**src/rtl/sirq_pkg.sv**
```systemverilog
`timescale 1ns/1ps
package sirq_pkg;

  typedef enum logic [2:0] {
    ST_IDLE,
    ST_START,
    ST_STA,
    ST_SLOTS,
    ST_STOP,
    ST_PTA
  } sirq_state_e;

  localparam int START_LEN_HOST  = 8;
  localparam int START_LEN_QUIET = 7;
  localparam int SLOT_PERIOD     = 3;

  // Host-driven low clocks of the start pulse
  function automatic int start_len(input logic quiet);
    return quiet ? START_LEN_QUIET : START_LEN_HOST;
  endfunction

  // Low clocks of the stop pulse
  function automatic int stop_len(input logic quiet);
    return quiet ? 2 : 3;
  endfunction

  // Requested slot count clamped into 1..max_slots
  function automatic int eff_slots(input int req, input int max_slots);
    if (req < 1) return 1;
    if (req > max_slots) return max_slots;
    return req;
  endfunction

endpackage

```
**src/rtl/sirq_seq.sv**
```systemverilog
`timescale 1ns/1ps
module sirq_seq #(
  parameter int MAX_SLOTS = 32,
  parameter int SLOT_W    = 6,
  parameter int GAP_W     = 8,
  parameter int IDX_W     = 5
) (
  input  logic                      clk,
  input  logic                      rst_n,
  input  logic                      sirq_in,
  input  logic [SLOT_W-1:0]         cfg_slots,
  input  logic [GAP_W-1:0]          cfg_gap,
  input  logic                      cfg_quiet,
  output sirq_pkg::sirq_state_e     state,
  output logic                      ta_first,
  output logic [IDX_W-1:0]          slot_idx,
  output logic                      evt_start,
  output logic                      evt_sample,
  output logic                      evt_commit,
  output logic                      in_slots,
  output logic                      quiet_active
);
  import sirq_pkg::*;

  localparam int CNT_W = (GAP_W > 3) ? GAP_W : 3;

  logic [CNT_W-1:0]  cnt;
  logic [1:0]        ph;
  logic              start_quiet;
  logic              quiet_next;
  logic [SLOT_W-1:0] n_eff;
  logic              last_slot;
  logic              start_done;
  logic              stop_done;

  assign n_eff      = SLOT_W'(eff_slots(int'(cfg_slots), MAX_SLOTS));
  assign last_slot  = (SLOT_W'(slot_idx) == n_eff - SLOT_W'(1));
  assign start_done = (cnt == CNT_W'(start_len(start_quiet) - 1));
  assign stop_done  = (cnt == CNT_W'(stop_len(quiet_next) - 1));

  assign evt_start  = (state == ST_IDLE) &&
                      (quiet_active ? !sirq_in : (cnt >= CNT_W'(cfg_gap)));
  assign evt_sample = (state == ST_SLOTS) && (ph == 2'd0);
  assign evt_commit = (state == ST_SLOTS) && (ph == 2'd2) && last_slot;
  assign in_slots   = (state == ST_SLOTS);
  assign ta_first   = ((state == ST_STA) || (state == ST_PTA)) && (cnt == '0);

  always_ff @(posedge clk) begin
    if (!rst_n) begin
      state        <= ST_IDLE;
      cnt          <= '0;
      ph           <= '0;
      slot_idx     <= '0;
      start_quiet  <= 1'b0;
      quiet_next   <= 1'b0;
      quiet_active <= 1'b0;
    end else begin
      unique case (state)
        ST_IDLE: begin
          if (evt_start) begin
            state       <= ST_START;
            cnt         <= '0;
            start_quiet <= quiet_active;
          end else if (!quiet_active) begin
            cnt <= cnt + CNT_W'(1);
          end
        end
        ST_START: begin
          if (start_done) begin
            state <= ST_STA;
            cnt   <= '0;
          end else begin
            cnt <= cnt + CNT_W'(1);
          end
        end
        ST_STA: begin
          if (cnt == CNT_W'(1)) begin
            state    <= ST_SLOTS;
            cnt      <= '0;
            ph       <= '0;
            slot_idx <= '0;
          end else begin
            cnt <= cnt + CNT_W'(1);
          end
        end
        ST_SLOTS: begin
          if (ph == 2'd2) begin
            ph <= '0;
            if (last_slot) begin
              state      <= ST_STOP;
              cnt        <= '0;
              quiet_next <= cfg_quiet;
            end else begin
              slot_idx <= slot_idx + IDX_W'(1);
            end
          end else begin
            ph <= ph + 2'd1;
          end
        end
        ST_STOP: begin
          if (stop_done) begin
            state <= ST_PTA;
            cnt   <= '0;
          end else begin
            cnt <= cnt + CNT_W'(1);
          end
        end
        ST_PTA: begin
          if (cnt == CNT_W'(1)) begin
            state        <= ST_IDLE;
            cnt          <= '0;
            quiet_active <= quiet_next;
          end else begin
            cnt <= cnt + CNT_W'(1);
          end
        end
        default: state <= ST_IDLE;
      endcase
    end
  end


  start_len_chk: assert property (@(posedge clk) disable iff (!rst_n)
    (state == ST_START) |-> (cnt < CNT_W'(START_LEN_HOST)));


  stop_len_chk: assert property (@(posedge clk) disable iff (!rst_n)
    (state == ST_STOP) |-> (cnt < CNT_W'(stop_len(quiet_next))));


  slot_range_chk: assert property (@(posedge clk) disable iff (!rst_n)
    in_slots |-> (SLOT_W'(slot_idx) < n_eff));


  mode_hold_chk: assert property (@(posedge clk) disable iff (!rst_n)
    (state != ST_PTA) |=> $stable(quiet_active));

endmodule

```
**src/rtl/sirq_capture.sv**
```systemverilog
`timescale 1ns/1ps
module sirq_capture #(
  parameter int MAX_SLOTS = 32,
  parameter int IDX_W     = 5
) (
  input  logic                 clk,
  input  logic                 rst_n,
  input  logic                 sirq_in,
  input  logic                 evt_start,
  input  logic                 evt_sample,
  input  logic                 evt_commit,
  input  logic [IDX_W-1:0]     slot_idx,
  output logic [MAX_SLOTS-1:0] irq_level,
  output logic                 irq_update
);
  logic [MAX_SLOTS-1:0] shadow;

  always_ff @(posedge clk) begin
    if (!rst_n) begin
      shadow     <= '0;
      irq_level  <= '0;
      irq_update <= 1'b0;
    end else begin
      irq_update <= evt_commit;
      if (evt_start) shadow <= '0;
      else if (evt_sample) shadow[slot_idx] <= ~sirq_in;
      if (evt_commit) irq_level <= shadow;
    end
  end


  vec_stable_chk: assert property (@(posedge clk) disable iff (!rst_n)
    !evt_commit |=> $stable(irq_level));


  update_pulse_chk: assert property (@(posedge clk) disable iff (!rst_n)
    irq_update |=> !irq_update);

endmodule

```
**src/rtl/sirq_drive.sv**
```systemverilog
`timescale 1ns/1ps
module sirq_drive (
  input  sirq_pkg::sirq_state_e state,
  input  logic                  ta_first,
  output logic                  sirq_oe,
  output logic                  sirq_out
);
  import sirq_pkg::*;

  always_comb begin
    sirq_oe  = 1'b0;
    sirq_out = 1'b1;
    unique case (state)
      ST_START, ST_STOP: begin
        sirq_oe  = 1'b1;
        sirq_out = 1'b0;
      end
      ST_STA, ST_PTA: begin
        sirq_oe  = ta_first;
        sirq_out = 1'b1;
      end
      default: ;
    endcase
  end
endmodule

```
**src/rtl/sirq_host.sv**
```systemverilog
`timescale 1ns/1ps
module sirq_host #(
  parameter int MAX_SLOTS = 32,
  parameter int GAP_W     = 8,
  parameter int SLOT_W    = $clog2(MAX_SLOTS + 1)
) (
  input  logic                 clk,
  input  logic                 rst_n,
  input  logic                 sirq_in,
  output logic                 sirq_oe,
  output logic                 sirq_out,
  input  logic [SLOT_W-1:0]    cfg_slots,
  input  logic [GAP_W-1:0]     cfg_gap,
  input  logic                 cfg_quiet,
  output logic [MAX_SLOTS-1:0] irq_level,
  output logic                 irq_update,
  output logic                 quiet_active
);
  localparam int IDX_W = (MAX_SLOTS > 1) ? $clog2(MAX_SLOTS) : 1;

  sirq_pkg::sirq_state_e state;
  logic             ta_first;
  logic [IDX_W-1:0] slot_idx;
  logic             evt_start;
  logic             evt_sample;
  logic             evt_commit;
  logic             in_slots;

  sirq_seq #(
    .MAX_SLOTS(MAX_SLOTS), .SLOT_W(SLOT_W), .GAP_W(GAP_W), .IDX_W(IDX_W)
  ) u_seq (
    .clk(clk), .rst_n(rst_n), .sirq_in(sirq_in),
    .cfg_slots(cfg_slots), .cfg_gap(cfg_gap), .cfg_quiet(cfg_quiet),
    .state(state), .ta_first(ta_first), .slot_idx(slot_idx),
    .evt_start(evt_start), .evt_sample(evt_sample), .evt_commit(evt_commit),
    .in_slots(in_slots), .quiet_active(quiet_active)
  );

  sirq_capture #(.MAX_SLOTS(MAX_SLOTS), .IDX_W(IDX_W)) u_cap (
    .clk(clk), .rst_n(rst_n), .sirq_in(sirq_in),
    .evt_start(evt_start), .evt_sample(evt_sample), .evt_commit(evt_commit),
    .slot_idx(slot_idx), .irq_level(irq_level), .irq_update(irq_update)
  );

  sirq_drive u_drv (
    .state(state), .ta_first(ta_first),
    .sirq_oe(sirq_oe), .sirq_out(sirq_out)
  );


  slot_release_chk: assert property (@(posedge clk) disable iff (!rst_n)
    in_slots |-> !sirq_oe);


  ta_release_chk: assert property (@(posedge clk) disable iff (!rst_n)
    (sirq_oe && sirq_out) |=> !sirq_oe);


  commit_flag_chk: assert property (@(posedge clk) disable iff (!rst_n)
    evt_commit |=> (irq_update && sirq_oe && !sirq_out));


  sample_window_chk: assert property (@(posedge clk) disable iff (!rst_n)
    evt_sample |-> (in_slots && !sirq_oe));

endmodule

```
**config.mk**
```make
export PLATFORM = sky130hd
export DESIGN_NAME = sirq_host
export DESIGN_NICKNAME = d
export VERILOG_FILES = /design/src/rtl/sirq_pkg.sv /design/src/rtl/sirq_seq.sv /design/src/rtl/sirq_capture.sv /design/src/rtl/sirq_drive.sv /design/src/rtl/sirq_host.sv
export SDC_FILE = /design/constraint.sdc
export NUM_CORES = 1
export LEC_CHECK = 0
export BUFFER_PORTS_ARGS = -buffer_cell sky130_fd_sc_hd__buf_2
export CORE_MARGIN = 4
export CORE_UTILIZATION = 55
export DETAILED_ROUTE_END_ITERATION = 8
export GPL_TIMING_DRIVEN = 0
export HOLD_SLACK_MARGIN = 0.1
export PLACE_DENSITY = 0.76
export RECOVER_POWER = 25
export SLEW_MARGIN = 30
export SYNTH_ARGS = -nofsm -noshare
export SYNTH_HDL_FRONTEND = slang
export SYNTH_HIERARCHICAL = 1
export SYNTH_SLANG_ARGS = --single-unit
```
**constraint.sdc**
```tcl
create_clock -name clk -period 6.7 [get_ports clk]
set_input_delay 0.335 -clock clk [delete_from_list [all_inputs] [get_ports clk]]
set_output_delay 0.335 -clock clk [all_outputs]
set_load 0.01 [all_outputs]
```
==> results by group, run 1 <==
Die
  – Placement Rows: 32
  – Die width: just under 100 um
  – Total die area: between 9000 and 10000 um^2
  – Boundary Pins: 54
  – Starting density of the core: 57.2%
  – Die extent in y: 98.1 um
  – Core area: 7810 um^2

Timing
  – Headroom to the max-slew limit: 46.9%
  – Hold violation count in the final report: 0
  – Clock period minus worst slack: 3.33 ns
  – Worst-margin pin slew: about 0.79 ns
  – Aggregate negative setup slack: 0 ns
  – Final-report setup violation count: 0
  – Count of final max-slew check failures: 0
  – Final cycle utilization of the critical path: 49.6%
  – Unrepaired setup endpoints after global routing: false
  – Achievable frequency: 301 MHz
  – Layout Skew: 0.00695 ns

Finish
  – Final instance area: between 5000 and 6000 um^2
  – Synth-to-layout area growth: 13.0%
  – Share of final-layout standard cells stronger than drive strength 1: 15.6%
  – Final Net Count: 571
  – Final Non-Filler Cells: 647
  – Core occupancy in the finished layout: 64.7%
  – Number of inserted diodes: 0
  – Number of inserted filler cells in the final layout: 699

Yosys
  – Leading register cell type out of synthesis: dfxtp_1
  – Post-synth net total: between 500 and 600
  – Syn Std Cell Area: approximately 4500 um^2
  – Number of synthesized flops with an enable pin: 0
  – Synthesized area per cell: 9.37 um^2
  – Sequential-to-total area share from yosys stat: 38.5%
  – Proportion of synthesized flip-flops having asynchronous set or reset: 0%
  – Synth top area share: 38.5%
  – Dominant cell type by area after synthesis: dfxtp_1
  – Number of instances in the synthesized netlist: 477
  – Biggest area contributors in the synthesized netlist: dfxtp_1 (39%), mux2i_1 (7.8%), nor2b_1 (5.2%)
  – Cell with the most instances after synthesis: dfxtp_1
  – Most instantiated cells after synthesis: dfxtp_1 (86), nor2b_1 (37), mux2i_1 (35)
  – Warning count from the yosys run: 6
  – Synth unique cells: 66
  – Synth Register Bits: 86

Critical path
  – Critical register-to-register path endpoint: u_cap/irq_level[1]
  – R2R Path Start: u_seq/slot_idx[4]
  – R2R depth: 10
  – Slowest cell on crit path: a311o_1
  – Largest incremental delay on the critical path: 0.39 ns
  – Most used cell, CP: buf_2
  – Crit path buf inv count: 3
  – Path type of the worst setup path: in -> reg
  – Worst path required time: 6.95 ns
  – Category of the worst setup path capture point: flip-flop
  – Worst Path Max Fanout: 10
  – CP startpoint kind: primary input
  – Setup slack, reg-to-reg: 3.55 ns
  – Ordered list of cells on the worst path: buf_2 > nor4_1 > o21bai_1 > ha_1 > xnor2_1 > xnor2_1 > nand2_1 > a311o_1 > or2_2 > nor3_2 > buf_2 > buf_2 > mux2i_1 > nor2b_1
  – CP arrival: 3.58 ns
  – Kind of cell with the highest combined delay on the critical path: simple AND/OR/NAND/NOR gates

Power
  – Switching portion of total power: around 24%
  – Proportion of power drawn by the clock network: 41.0%
  – Net Sw Power: roughly 0.24 mW
  – Ratio of total power to cell area: 198 nW/um^2
  – Fraction of power consumed by sequential logic: 51.8%
  – Total leakage power: between 1.5 and 2 nW
  – Total design power: 1.00 mW
  – Cell internal power dissipation: approximately 0.76 mW
  – Combinational fraction of design power: ~7.1%
  – Max IR drop VDD: 0.000103 V

Global route
  – Total gr overflow: 0
  – Most Crowded Layer GR: met2
  – Global-route track usage on met1: 26.1%
  – Maximum number of pins on one net before global-route repair: 17
  – Vias in the first global route: 3544
  – First-pass GRT wire length: around 17000 um
  – Initial antenna violation count: 0
  – Met2 Usage GRT: 36.0%
  – All-Layer GR Usage: about a fifth
  – Global routing usage on met3: 3.79%

Min path
  – Hold path startpoint: cfg_quiet
  – Class of the most critical hold timing path: in -> reg
  – End point of the worst hold path: u_seq/quiet_next
  – Hold Path Stages: 3

Clocking
  – Postcts setup bufs: 0
  – Worst skew pair latency: 0.36 ns
  – Total CTS buffers: 9
  – Count of clock tree sinks: 86
  – Number of buffers on the longest clock path: 2
  – Root Buffer Master: clkbuf_8
  – TritonCTS clock tree: yes
  – Hold bufs inserted after CTS: 0
  – Resized Gates After CTS: 0
  – CTS clk-pin slew, worst paths: 0.09 ns
  – H-tree level count: 3

Run status
  – Run status: completed

Route
  – Vias after detailed routing: 3783
  – Number of optimization iterations in the first detailed-route pass: 6
  – Starting DRC count in detailed routing: between 150 and 200
  – ANT nets after route: 0
  – DRC: 0
  – Routed Wire Length: 10100 um
  – Per-cell via count in the routed design: approximately 6
  – Average routed wire per standard cell: 15.7 um

Placement
  – Cell count after placement: 631
  – RePlAce Congestion: 0.849
  – Standard cell area after detailed placement: 4860 um^2
  – Detailed placement HPWL: 7420 um
  – Count of input and output buffers: 52

Flow run
  – Reported max-cap violation count: 0
-- cell usage in the layout, fill, tap and decap left out, drive strengths merged, types with 3 or more instances in the layout --
master and instances:
dfxtp 86, clkbuf 53, a21oi 38, buf 38, nor2b 37, mux2i 36, nor3 22, inv 22
o21ai 21, nor2 20, nand2 19, a311oi 17, and3 14, nand3 13, ha 13, nand2b 7
nand3b 7, and3b 6, a211oi 5, xor2 5, a31oi 5, o211ai 5, xnor2 4, nor3b 4
o31ai 4, and2 3, a21boi 3, or4 3
-- how the worst max path moves through the flow --
stage                 start                  end  slack [ns]  cells after the start
2_1_floorplan  cfg_slots[4]   u_cap/irq_level[0]        3.56                     14
3_3_place_gp   cfg_slots[3]  u_cap/irq_level[23]        3.18                     14
3_5_place_dp   cfg_slots[3]   u_cap/irq_level[1]        3.00                     14
4_1_cts        cfg_slots[3]   u_cap/irq_level[1]        3.38                     14
5_1_grt        cfg_slots[3]   u_cap/irq_level[6]        3.20                     14
6_report       cfg_slots[3]   u_cap/irq_level[1]        3.37                     14
-- flip-flops by register name (all words and copies together) (netlist names), 2 cells and up --
register	flops
u_cap/irq_level	32
u_cap/shadow	32
u_seq/cnt	8
u_seq/slot_idx	5
u_seq/state	3
u_seq/ph	2
-- power by group through the flow --
stage	Clock [mW]	Combinational (mW)	Sequential [mW]
after floorplan	0	0.0503	0.529
after global placement	0	0.0683	0.531
after detailed placement	0	0.0710	0.531
after CTS	0.419	0.0715	0.519
after global routing	0.437	0.0800	0.520
final	0.411	0.0716	0.519
-- tightest hold or removal path, delay by kind of cell --
kind | cells | cell delay, ns
and+or+nand+nor | 1 | 0.04
muxes | 1 | 0.06
buffers and inverters | 1 | 0.10
-- final cells by class --
type / count / area (um^2) / area share [%]
Inverter: 20 / 75.1 / 1.49
Multi-Input combinational cell: 341 / 2470 / 48.9
Clock buffer: 9 / 124 / 2.45
Timing Repair Buffer: 52 / 223 / 4.41
Buffer: 30 / 205 / 4.06
Clock inverter: 7 / 105 / 2.08
Sequential cell: 86 / 1720 / 34.1
Tap cell: 102 / 128 / 2.53
-- kinds of logic (layout without fill, tap and decap cells) --
| group | count (synthesis) | in the layout | synth area share, % |
|---|---|---|---|
| fa+ha+maj | 13 | 13 | 3.64 |
| compound gates | 112 | 112 | 17.9 |
| xor+xnor | 9 | 9 | 1.76 |
| simple gates | 171 | 171 | 23.5 |
| flops | 86 | 86 | 38.5 |
| mux | 36 | 36 | 8.34 |
| buf+inv | 50 | 118 | 6.27 |
-- per-layer routing --
layer	vias up	part of all wire, %
met3	8	4.5
li1	1871	-
met1	1820	45
met5	-	0
met4	0	0.84
met2	84	50
-- stage by stage --
step,hold WS (ns),setup slack [ns]
finish,0.225,3.37
global route,0.240,3.20
CTS,0.212,3.38
detailed placement,0.502,3.00
global placement,0.489,3.18
floorplan,0.457,3.56
Power figures use the tool's default switching activity.
==> run 2: changes to the inputs <==
- ABC_AREA: unset -> 1
- clock period: 6.7 -> 3.39 ns (I/O delays scaled with it)
==> results by group, run 2 <==
Run status
  – Run status: completed

Timing
  – Achievable frequency: 349 MHz
  – Final-report setup violation count: 0
  – Unrepaired setup endpoints after global routing: false
  – Headroom to the max-slew limit: a little under half
  – Aggregate negative setup slack: 0 ns
  – Final hold slack: between 0.1 and 0.15 ns
  – Count of final max-slew check failures: 0
  – Hold violation count in the final report: 0
  – Layout Skew: 0.0102 ns
  – Worst-margin pin slew: 0.808 ns
  – Final cycle utilization of the critical path: 84.5%
  – Clock period minus worst slack: between 2 and 3 ns

Yosys
  – Cell with the most instances after synthesis: nor2_1
  – Leading register cell type out of synthesis: dfxtp_1
  – Sequential-to-total area share from yosys stat: 39.4%
  – Synth unique cells: 31
  – Most instantiated cells after synthesis: nor2_1 (197), nand2_1 (146), dfxtp_1 (86)
  – Synth top area share: 39.4%
  – Proportion of synthesized flip-flops having asynchronous set or reset: 0%
  – Synthesized area per cell: 6.45 um^2
  – Biggest area contributors in the synthesized netlist: dfxtp_1 (39%), nor2_1 (17%), nand2_1 (13%)
  – Syn Std Cell Area: 4370 um^2
  – Warning count from the yosys run: 6
  – Number of synthesized flops with an enable pin: 0
  – Synth Register Bits: 86
  – Post-synth net total: 709
  – Number of instances in the synthesized netlist: 678
  – Dominant cell type by area after synthesis: dfxtp_1

Clocking
  – Worst skew pair latency: 0.36 ns
  – Postcts setup bufs: 0
  – TritonCTS clock tree: yes
  – CTS clk-pin slew, worst paths: approximately 0.090 ns
  – Count of clock tree sinks: 86
  – Total CTS buffers: 9
  – Root Buffer Master: clkbuf_8
  – H-tree level count: 3
  – Number of buffers on the longest clock path: 2

Critical path
  – Ordered list of cells on the worst path: inv_2 > nor2_1 > inv_1 > nor2_2 > buf_2 > inv_1 > nor3_1 > nand3_1 > nor2_1 > nand2_1 > nand2_1 > nor2_1
  – Crit path buf inv count: 4
  – Slowest cell on crit path: nor3_1
  – Kind of cell with the highest combined delay on the critical path: simple AND/OR/NAND/NOR gates
  – R2R Path Start: u_seq/state[0]
  – Worst Path Max Fanout: 9
  – Largest incremental delay on the critical path: roughly 0.63 ns
  – Path type of the worst setup path: reg -> reg
  – Category of the worst setup path capture point: flip-flop
  – Critical register-to-register path endpoint: u_cap/shadow[17]
  – CP arrival: 3.13 ns
  – R2R depth: 12
  – Worst setup path start: u_seq/state[0]
  – Most used cell, CP: nor2_1
  – Critical path endpoint: u_cap/shadow[17]
  – Worst path required time: between 3 and 4 ns
  – CP startpoint kind: flip-flop
  – Total number of cells along the worst setup path: 12
  – Setup slack, reg-to-reg: 0.53 ns

Power
  – Total leakage power: 2.36 nW
  – Max IR drop VDD: about 0.00022 V
  – Ratio of total power to cell area: around 550 nW/um^2
  – Total design power: between 2 and 3 mW

Finish
  – Synth-to-layout area growth: 12.8%
  – Number of inserted filler cells in the final layout: 724
  – Most frequent standard cell in the layout excluding fill and tap cells: nor2_1
  – Core occupancy in the finished layout: 63.8%
  – Number of inserted diodes: 0
  – Final Net Count: roughly 770
  – Share of final-layout standard cells stronger than drive strength 1: 10.0%
  – Largest registers in the final layout: u_cap/irq_level x32, u_cap/shadow x32, u_seq/cnt x8
  – Commonest cells after routing, fill and taps aside: nor2_1 (197), nand2_1 (146), dfxtp_1 (86)
  – Final instance area: about 5000 um^2

Route
  – Number of optimization iterations in the first detailed-route pass: 5
  – ANT nets after route: 0
  – Per-cell via count in the routed design: between 5 and 6
  – Vias after detailed routing: 4307
  – Routed Wire Length: 9870 um
  – DRC: 0
  – Average routed wire per standard cell: 11.6 um
  – Starting DRC count in detailed routing: 174

Placement
  – Detailed placement HPWL: 7310 um
  – RePlAce Congestion: 0.858
  – Count of input and output buffers: 53
  – Standard cell area after detailed placement: 4770 um^2

Flow run
  – Reported max-cap violation count: 0

Die
  – Total die area: 9440 um^2
  – Core area: 7730 um^2
  – Placement Rows: 32
  – Boundary Pins: 54
  – Die width: roughly 97 um
  – Die extent in y: 97.2 um
  – Starting density of the core: a little under three fifths

Global route
  – Maximum number of pins on one net before global-route repair: 16
  – First-pass GRT wire length: ~17000 um
  – Vias in the first global route: 3979
  – Initial antenna violation count: 0
  – All-Layer GR Usage: 21.1%
  – Total gr overflow: 0

Min path
  – Class of the most critical hold timing path: in -> reg
[run 2: changes by cell type after synthesis, sizes merged, moves of 21 or more]
cell | previous run | this run
a21oi | 38 | 17
inv | 20 | 61
mux2i | 36 | 0
nand2 | 19 | 150
nand3 | 13 | 50
nor2 | 20 | 209
nor2b | 37 | 0
[run 2: stage by stage]
step	setup WS, ns	std cells
6_report	0.526	849
5_1_grt	0.145	849
4_1_cts	0.535	849
3_5_place_dp	0.568	833
3_3_place_gp	0.653	833
2_1_floorplan	1.22	678
[run 2: per-layer routing]
layer	track usage [%]	vias to the layer above	part of all wire, %	routed length (um)
met5	0	-	0	0
met4	7.24	0	1.5	146
met3	4.31	14	5.0	494
met2	34.8	109	45	4470
met1	27.5	1934	48	4760
li1	-	2250	-	-
[run 2: area by class of cell]
class                      instances  area, um^2  area share (%)
tap                              102         128            2.59
clock inverter                     6        68.8            1.40
multi-input combinational        508        2320            47.0
buffer                            22         104            2.11
timing repair buffer              54         238            4.82
sequential                        86        1720            34.9
inverter                          62         233            4.72
clock buffer                       9         124            2.51
[run 2: worst min-delay path by stage]
stage                     startpoint             endpoint  slack (ns)  depth (start not counted)
after floorplan            cfg_quiet     u_seq/quiet_next        0.30                          2
after global placement     cfg_quiet     u_seq/quiet_next        0.41                          3
after detailed placement   cfg_quiet     u_seq/quiet_next        0.41                          3
after CTS                      rst_n  u_cap/irq_level[18]        0.13                          3
after global routing           rst_n  u_cap/irq_level[31]        0.15                          3
final                          rst_n  u_cap/irq_level[31]        0.13                          3
[run 2: logic make-up after synthesis]
group / synth area share [%]
simple gates: 40.3
compound gates: 7.32
fa+ha+maj: 3.72
buf+inv: 7.69
flops: 39.4
xor+xnor: 1.60
[run 2: worst register-to-register path: stages, from the launching register on]
cell,delay (ns)
dfxtp_1,0.43
inv_2,0.08
nor2_1,0.09
inv_1,0.09
nor2_2,0.15
buf_2,0.23
inv_1,0.10
nor3_1,0.63
nand3_1,0.49
nor2_1,0.28
nand2_1,0.07
nand2_1,0.07
nor2_1,0.04
[run 2: repair_timing]
| item | 4_1_cts | 5_1_grt |
|---|---|---|
| hold buffers | 1 | 0 |
| resized for setup | 0 | 0 |
| hold endpoints to repair | 1 | 0 |
[run 2: report_power, final]
part	internal, mW	switching, mW	total [mW]
Combinational	0.299	0.537	0.836
Sequential	1.07	0.0982	1.17
Clock	0.343	0.382	0.725
Total	1.71	1.02	2.73
==> run 3: changes to the inputs <==
- clock period: 3.39 -> 2.7 ns (I/O delays scaled with it)
==> results by group, run 3 (synthesis results as in run 2) <==
Run status
  – Run status: completed

Timing
  – Headroom to the max-slew limit: 65.6%
  – Setup slack after layout: 0.289 ns
  – Hold violation count in the final report: 0
  – Layout Skew: 0.0101 ns
  – Clock period minus worst slack: 2.41 ns
  – Aggregate negative setup slack: 0 ns
  – Worst-margin pin slew: 0.515 ns
  – Final cycle utilization of the critical path: 89.3%
  – Achievable frequency: just over 400 MHz
  – Count of final max-slew check failures: 0
  – Final-report setup violation count: 0
  – Final hold slack: between 0.15 and 0.2 ns

Global route
  – Maximum number of pins on one net before global-route repair: 16
  – All-Layer GR Usage: between 20% and 30%
  – Total gr overflow: 0
  – First-pass GRT wire length: 17000 um
  – Initial antenna violation count: 0
  – Vias in the first global route: 3994

Min path
  – End point of the worst hold path: u_cap/shadow[0]
  – Hold path startpoint: sirq_in
  – Class of the most critical hold timing path: in -> reg
  – Hold Path Stages: 4

Critical path
  – CP startpoint kind: flip-flop
  – Path type of the worst setup path: reg -> reg
  – R2R depth: 12
  – CP arrival: 2.67 ns
  – Worst Path Max Fanout: 9
  – Critical register-to-register path endpoint: u_cap/shadow[23]
  – Worst path required time: 2.96 ns
  – Setup slack, reg-to-reg: 0.29 ns
  – R2R Path Start: u_seq/state[0]
  – Category of the worst setup path capture point: flip-flop

Finish
  – Final instance area: 4950 um^2
  – Number of inserted diodes: 0
  – Share of final-layout standard cells stronger than drive strength 1: 10.2%
  – Largest registers in the final layout: u_cap/irq_level x32, u_cap/shadow x32, u_seq/cnt x8
  – Most frequent standard cell in the layout excluding fill and tap cells: nor2_1
  – Commonest cells after routing, fill and taps aside: nor2_1 (197), nand2_1 (146), dfxtp_1 (86)
  – Core occupancy in the finished layout: roughly 64%
  – Final Non-Filler Cells: 850
  – Synth-to-layout area growth: 13.2%
  – Final Net Count: 775

Route
  – ANT nets after route: 0
  – Routed Wire Length: ~10000 um
  – DRC: 0
  – Vias after detailed routing: 4306
  – Average routed wire per standard cell: 11.7 um
  – Per-cell via count in the routed design: 5.07
  – Starting DRC count in detailed routing: roughly 200
  – Number of optimization iterations in the first detailed-route pass: 5

Placement
  – Pre-CTS worst setup slack: -0.122 ns
  – Detailed placement HPWL: 7310 um
  – Count of input and output buffers: 53
  – RePlAce Congestion: 0.858
  – Cell count after placement: 833
  – Standard cell area after detailed placement: around 4800 um^2

Clocking
  – Worst skew pair latency: 0.36 ns
  – Count of clock tree sinks: 86
  – TritonCTS clock tree: yes
  – Total CTS buffers: 9
  – Postcts setup bufs: 0
  – Number of buffers on the longest clock path: 2
  – H-tree level count: 3
  – Root Buffer Master: clkbuf_8
  – CTS clk-pin slew, worst paths: roughly 0.090 ns

Die
  – Placement Rows: 32
  – Die width: 97.2 um
  – Die extent in y: 97.2 um
  – Core area: 7730 um^2
  – Boundary Pins: 54
  – Starting density of the core: a little under three fifths
  – Total die area: 9440 um^2

Flow run
  – Reported max-cap violation count: 0

Power
  – Max IR drop VDD: 0.000282 V
  – Total leakage power: 2.36 nW
  – Total design power: 3.43 mW
  – Ratio of total power to cell area: 693 nW/um^2
-- run 3: cell count changes in the layout (fill, tap and decap cells not counted), sizes merged --
cell and delta:
dlygate4sd3 +1
-- run 3: routing by layer --
metal | global-route usage (%) | routed length [um] | vias up
met4 | 7.24 | 179 | 0
met5 | 0 | 0 | -
li1 | - | - | 2251
met1 | 27.5 | 4790 | 1930
met2 | 35.0 | 4510 | 108
met3 | 4.31 | 472 | 17
-- run 3: timing repair --
action	CTS	global route
setup endpoints to repair	22	23
hold endpoints to repair	4	0
gates resized for setup	1	1
gates cloned	0	0
hold buffers	2	0
-- run 3: worst max path at each step --
stage	from	end	slack, ns	cells after the start
floorplan	u_seq/state[0]	u_cap/shadow[7]	0.53	12
CTS	u_seq/state[0]	u_cap/shadow[23]	0.16	12
finish	u_seq/state[0]	u_cap/shadow[23]	0.29	12
global route	u_seq/state[0]	u_cap/shadow[23]	-0.0007	12
detailed placement	u_seq/state[0]	u_cap/shadow[7]	-0.12	12
global placement	u_seq/state[0]	u_cap/shadow[7]	-0.04	12
-- run 3: where the power goes --
group          internal [mW]  switching [mW]  leakage, nW
Combinational          0.377           0.676         1.57
Sequential              1.34           0.125        0.694
Clock                  0.431           0.481       0.0965
Total                   2.15            1.28         2.36
-- run 3: final cells by class --
cell class / instances / area, um^2
Fill cell: 724 / 2770
Multi-Input combinational cell: 508 / 2330
Sequential cell: 86 / 1720
Timing Repair Buffer: 55 / 248
Inverter: 62 / 233
Tap cell: 102 / 128
Clock buffer: 9 / 124
Buffer: 22 / 104
Clock inverter: 6 / 68.8
-- run 3: worst max-delay path, cell delays in order, from the launching register on --
cell and delay [ns]:
dfxtp_1 0.43, inv_2 0.08, nor2_1 0.09, inv_1 0.09
nor2_2 0.15, buf_2 0.23, inv_1 0.12, nor3_4 0.29
nand3_1 0.37, nor2_1 0.27, nand2_1 0.07, nand2_1 0.07
nor2_1 0.04
